$ cat src/rtl/sar_seq_pkg.sv
package sar_seq_pkg;

    typedef enum logic [3:0] {
        ST_IDLE,
        ST_LOAD,
        ST_STROBE,
        ST_SETTLE,
        ST_CHECK,
        ST_CLEAR,
        ST_KEEP,
        ST_SHIFT,
        ST_ADD,
        ST_DONE
    } sar_state_t;

endpackage

$ cat src/rtl/sar_seq_fsm.sv
module sar_seq_fsm
    import sar_seq_pkg::*;
(
    input  logic clk,
    input  logic rst_n,
    input  logic run_en,
    input  logic cmp_hi,
    input  logic settle_done,
    input  logic mask_zero,
    output logic ld_init,
    output logic do_clear,
    output logic do_shift,
    output logic do_add,
    output logic dac_load,
    output logic settle_go,
    output logic conv_done
);

    sar_state_t state_q;
    sar_state_t state_nx;

    // state register
    always_ff @(posedge clk or negedge rst_n) begin
        if (!rst_n) begin
            state_q <= ST_IDLE;
        end else begin
            state_q <= state_nx;
        end
    end

    // transitions; dropping the enable always wins
    always_comb begin
        state_nx = state_q;
        if (!run_en) begin
            state_nx = ST_IDLE;
        end else begin
            unique case (state_q)
                ST_IDLE:   state_nx = ST_LOAD;
                ST_LOAD:   state_nx = ST_STROBE;
                ST_STROBE: state_nx = ST_SETTLE;
                ST_SETTLE: state_nx = settle_done ? ST_CHECK : ST_SETTLE;
                ST_CHECK:  state_nx = cmp_hi ? ST_KEEP : ST_CLEAR;
                ST_CLEAR:  state_nx = ST_SHIFT;
                ST_KEEP:   state_nx = ST_SHIFT;
                ST_SHIFT:  state_nx = ST_ADD;
                ST_ADD:    state_nx = mask_zero ? ST_DONE : ST_STROBE;
                ST_DONE:   state_nx = ST_LOAD;
                default:   state_nx = ST_IDLE;
            endcase
        end
    end

    // Moore outputs
    always_comb begin
        ld_init   = 1'b0;
        do_clear  = 1'b0;
        do_shift  = 1'b0;
        do_add    = 1'b0;
        dac_load  = 1'b0;
        settle_go = 1'b0;
        conv_done = 1'b0;
        unique case (state_q)
            ST_IDLE:   ;
            ST_LOAD:   ld_init   = 1'b1;
            ST_STROBE: dac_load  = 1'b1;
            ST_SETTLE: settle_go = 1'b1;
            ST_CHECK:  ;
            ST_CLEAR:  do_clear  = 1'b1;
            ST_KEEP:   ;
            ST_SHIFT:  do_shift  = 1'b1;
            ST_ADD:    do_add    = 1'b1;
            ST_DONE:   conv_done = 1'b1;
            default:   ;
        endcase
    end

endmodule

$ cat src/rtl/sar_seq_datapath.sv
module sar_seq_datapath #(
    parameter int WIDTH = 8
) (
    input  logic             clk,
    input  logic             rst_n,
    input  logic             ld_init,
    input  logic             do_clear,
    input  logic             do_shift,
    input  logic             do_add,
    output logic [WIDTH-1:0] code,
    output logic             mask_zero
);

    localparam logic [WIDTH-1:0] TOP_BIT = {1'b1, {(WIDTH-1){1'b0}}};

    logic [WIDTH-1:0] code_q;
    logic [WIDTH-1:0] mask_q;

    // trial code register: subtract clears the bit under test, add sets the next one
    always_ff @(posedge clk or negedge rst_n) begin
        if (!rst_n) begin
            code_q <= '0;
        end else if (ld_init) begin
            code_q <= TOP_BIT;
        end else if (do_clear) begin
            code_q <= code_q - mask_q;
        end else if (do_add) begin
            code_q <= code_q + mask_q;
        end
    end

    // one-hot weight register doubles as the trial counter
    always_ff @(posedge clk or negedge rst_n) begin
        if (!rst_n) begin
            mask_q <= '0;
        end else if (ld_init) begin
            mask_q <= TOP_BIT;
        end else if (do_shift) begin
            mask_q <= mask_q >> 1;
        end
    end

    assign code      = code_q;
    assign mask_zero = (mask_q == '0);

endmodule

$ cat src/rtl/sar_seq_result.sv
module sar_seq_result #(
    parameter int WIDTH = 8
) (
    input  logic             clk,
    input  logic             rst_n,
    input  logic             capture,
    input  logic [WIDTH-1:0] code,
    output logic [WIDTH-1:0] result
);

    logic [WIDTH-1:0] result_q;

    always_ff @(posedge clk or negedge rst_n) begin
        if (!rst_n) begin
            result_q <= '0;
        end else if (capture) begin
            result_q <= code;
        end
    end

    assign result = result_q;

endmodule

$ cat src/rtl/sar_seq_ctrl.sv
module sar_seq_ctrl #(
    parameter int WIDTH = 8
) (
    input  logic             clk,
    input  logic             rst_n,
    input  logic             run_en,
    input  logic             cmp_hi,
    input  logic             settle_done,
    output logic [WIDTH-1:0] dac_code,
    output logic             dac_load,
    output logic             settle_go,
    output logic             conv_done,
    output logic [WIDTH-1:0] result
);

    logic ld_init;
    logic do_clear;
    logic do_shift;
    logic do_add;
    logic mask_zero;

    sar_seq_fsm i_fsm (
        .clk         (clk),
        .rst_n       (rst_n),
        .run_en      (run_en),
        .cmp_hi      (cmp_hi),
        .settle_done (settle_done),
        .mask_zero   (mask_zero),
        .ld_init     (ld_init),
        .do_clear    (do_clear),
        .do_shift    (do_shift),
        .do_add      (do_add),
        .dac_load    (dac_load),
        .settle_go   (settle_go),
        .conv_done   (conv_done)
    );

    sar_seq_datapath #(.WIDTH(WIDTH)) i_dp (
        .clk       (clk),
        .rst_n     (rst_n),
        .ld_init   (ld_init),
        .do_clear  (do_clear),
        .do_shift  (do_shift),
        .do_add    (do_add),
        .code      (dac_code),
        .mask_zero (mask_zero)
    );

    sar_seq_result #(.WIDTH(WIDTH)) i_res (
        .clk     (clk),
        .rst_n   (rst_n),
        .capture (conv_done),
        .code    (dac_code),
        .result  (result)
    );

endmodule

$ cat config.mk
export PLATFORM = sky130hd
export DESIGN_NAME = sar_seq_ctrl
export DESIGN_NICKNAME = d
export VERILOG_FILES = /design/src/rtl/sar_seq_pkg.sv /design/src/rtl/sar_seq_fsm.sv /design/src/rtl/sar_seq_datapath.sv /design/src/rtl/sar_seq_result.sv /design/src/rtl/sar_seq_ctrl.sv
export SDC_FILE = /design/constraint.sdc
export NUM_CORES = 1
export LEC_CHECK = 0
export ABC_AREA = 1
export BUFFER_PORTS_ARGS = -buffer_cell sky130_fd_sc_hd__buf_2
export CORE_UTILIZATION = 35
export CTS_BUF_LIST = sky130_fd_sc_hd__clkbuf_4 sky130_fd_sc_hd__clkbuf_8 sky130_fd_sc_hd__clkbuf_16
export DETAILED_ROUTE_END_ITERATION = 12
export GPL_TIMING_DRIVEN = 0
export PLACE_DENSITY = 0.55
export SYNTH_ARGS = -nofsm -noshare
export SYNTH_HDL_FRONTEND = slang
export SYNTH_SLANG_ARGS = --single-unit
$ cat constraint.sdc
create_clock -name clk -period 2.6 [get_ports clk]
set_clock_uncertainty 0.1 [all_clocks]
set_input_delay 0 -clock clk [delete_from_list [all_inputs] [get_ports clk]]
set_output_delay 0 -clock clk [all_outputs]
set_load 0.01 [all_outputs]
==> results.md <==
- CTS root buf: clkbuf_8
- Hpwl dp: 2753 um
- Final Setup Violations: 0
- Hold slack final: 0.1761 ns
- DRT iter0 DRCs: 54
- HP Class: input port to asynchronous set/reset pin
- CTS sink cnt: 28
- Starting density of the core: 36.32%
- Post-Syn Area: 1715 um2
- Routed WL: 3457 um
- Largest net degree at the start of global routing: 29
- Vias in the first global route: 1317
- Worst-path fanout max: 8
- Yosys cell types: 29
- Pwr Density: 453.1 nW/um2
- Normalized max-slew margin: 57.97%
- Synthesized instance count: 217
- Final core utilization: 43.21%
- Post-synthesis register bit count: 28
- Drt wl/cell: 10.94 um
- Final instance area: 2041 um2
- Post-layout min period: 2.267 ns
- Worst Path Required: 2.68 ns
- Slew Viols, Final: 0
- Slew @ Worst Pin: 0.6305 ns
- IO Count: 24
- Worst path most repeated cell: nand2_1
- Final #Nets: 265
- Post-CTS Setup Bufs: 0
- First-pass GRT wire length: 5899 um
- DRC Markers: 0
- Port Buf Inserts: 23
- Total congestion overflow: 0
- Critical path arrival: 2.35 ns
- Crit end category: flip-flop
- Static leakage: 0.001060 uW
- Slowest CP cell: dfrtp_1
- Yosys warnings: 0
- Critical Path Max Stage Delay: 0.44 ns
- Worst vdd ir: 0.0001854 V
- Full die area: 5185 um2
- Syn Area/Cell: 7.905 um2
- Worst slack, placed: 0.1077 ns
- Setup Total Neg Slack: 0 ns
- Antenna diode count: 0
- All-Layer GR Usage: 14.38%
- DP Area: 1914 um2
- Status: finished clean
- Sequential area share after synthesis: 40.85%
- Syn nets: 231
- Worst R2R Path Depth: 15
- Final ANT Viol Nets: 0
- FF-to-FF End: i_dp.code[7]
- Maximum capacitance violations: 0
- CTS tree: built
- Clk slew on worst S/H paths: 0.10 ns
- Reg2reg start: i_fsm.state_q[2]
- Routability cong.: 0.8265
- Die W: 72.01 um
- Clock Path Buffers: 2
- DR pass1 iterations: 3
- Reg2reg setup slack: 0.33 ns
- Synth top area cells: dfrtp_1 41%, nand2_1 10%, inv_1 7.2%
- CP Launch Type: flip-flop
- Row cnt: 25
- Synth-to-Final Area Change: 18.96%
- Fin worst setup slack: 0.3325 ns
- Htree depth: 1
- Share of cells above drive strength 1: 20.88%
- Detail-routed via count per cell: 4.554
- Worst-skew pair later-pin latency: 0.27 ns
- Crit path cell chain: inv_2 -> nor2_4 -> nand2_4 -> nand2_4 -> o21ai_1 -> xor2_1 -> ha_1 -> nand2_1 -> inv_1 -> a21oi_1 -> nand2_1 -> nand3_1 -> nand3_1 -> nand2_1 -> inv_1
- Period utilization: 87.21%
- Antenna violations before repair: 0
- Core box area: 4723 um2
- Fmax: 441.0 MHz
- CTS Buf Count: 3
- Post-synth top area cell: dfrtp_1
- Final hold viol count: 0
- Die Y: 72.01 um
- Setup CP Type: flip-flop to flip-flop
- Top cell type's share of synthesized area: 40.85%
- Via count: 1439
- RSZ-0062 raised after global routing: false
-- sequential cells by signal, indices dropped and copies added, names as in the netlist --
register / count
i_dp.mask_q: 8
i_fsm.state_q: 4
i_res.result: 8
i_dp.code: 8
-- critical path: cells and delay by family (launching register included) --
family | cells | cell delay (ns)
adder cells (fa/ha/maj) | 1 | 0.34
buffers and inverters | 3 | 0.15
flip-flops | 1 | 0.44
AO/OA/AOI/OAI | 2 | 0.21
XOR/XNOR | 1 | 0.15
AND/OR/NAND/NOR | 8 | 0.75
-- power by group --
part,switching [uW],leakage (uW),internal [uW]
registers,17.2,0.000378,447
clock network,135,0.0000216,104
logic,134,0.000660,86.4
-- stage by stage --
step	instances	power, uW
global placement	307	680.1
global route	316	983.8
CTS	316	933.0
detailed placement	307	683.1
floorplan	217	629.3
finish	316	924.7
-- synthesized netlist by cell type --
| library cell | count |
|---|---|
| a21o_1 | 1 |
| a21oi_1 | 8 |
| a31oi_1 | 3 |
| buf_2 | 1 |
| buf_4 | 1 |
| dfrtp_1 | 28 |
| fa_1 | 1 |
| ha_1 | 8 |
| inv_1 | 33 |
| inv_2 | 8 |
| nand2_1 | 46 |
| nand2_2 | 1 |
| nand2_4 | 4 |
| nand3_1 | 12 |
| nand3_2 | 1 |
| nand3b_1 | 1 |
| nand4_1 | 2 |
| nor2_1 | 13 |
| nor2_2 | 4 |
| nor2_4 | 1 |
| nor3_1 | 2 |
| nor3_4 | 1 |
| nor4_2 | 1 |
| o2111ai_1 | 1 |
| o21ai_0 | 2 |
| o21ai_1 | 19 |
| o22ai_1 | 5 |
| xnor2_1 | 3 |
| xor2_1 | 6 |
-- how the worst max path moves through the flow --
stage                   endpoint  slack [ns]        startpoint
CTS                 i_dp.code[7]        0.09    i_dp.mask_q[1]
global placement    i_dp.code[7]        0.17    i_dp.mask_q[1]
finish              i_dp.code[7]        0.33  i_fsm.state_q[2]
floorplan           i_dp.code[7]        0.41    i_dp.mask_q[1]
detailed placement  i_dp.code[7]        0.11    i_dp.mask_q[1]
global route        i_dp.code[7]        0.05    i_dp.mask_q[1]
-- cell type report --
cell class	count	area, um2
Fill cell	487	2683
Multi-Input combinational cell	146	873.3
Sequential cell	28	700.7
Timing Repair Buffer	29	175.2
Inverter	41	153.9
Tap cell	67	83.83
Clock buffer	3	41.29
Buffer	2	12.51
-- metal layers --
layer,up-vias,part of all wire [%],global-route usage (%),wire length (um)
met5,-,0,0,0
met4,0,0.87,3.922,30
met3,2,1.6,1.667,54
met2,16,48,24.63,1648
met1,655,50,19.30,1723
li1,766,-,-,-
-- kinds of logic after synthesis --
logic type                 Yosys count  share of synthesized area [%]
AOI/OAI and AO/OA                   39                          12.33
buffers and inverters               43                          9.701
adders and majority gates            9                          7.002
and+or+nand+nor                     89                          25.53
xor gates and xnor gates             9                          4.595
DFF                                 28                          40.85
-- cell usage in the layout (no fill, tap or decap), types with 6 or more instances in the layout --
cell,count
buf_2,24
ha_1,7
inv_1,33
a21oi_1,8
nand3_1,11
dfrtp_1,28
inv_2,8
nor2_1,12
xor2_1,6
dlygate4sd3_1,6
nand2_1,46
o21ai_1,19
-- timing repair --
action,CTS,global route
hold buffers,6,0
endpoints found under the setup margin,0,1
hold endpoints to repair,32,0
gates resized for setup,0,4
No activity file was read; power rests on OpenSTA's default activity.
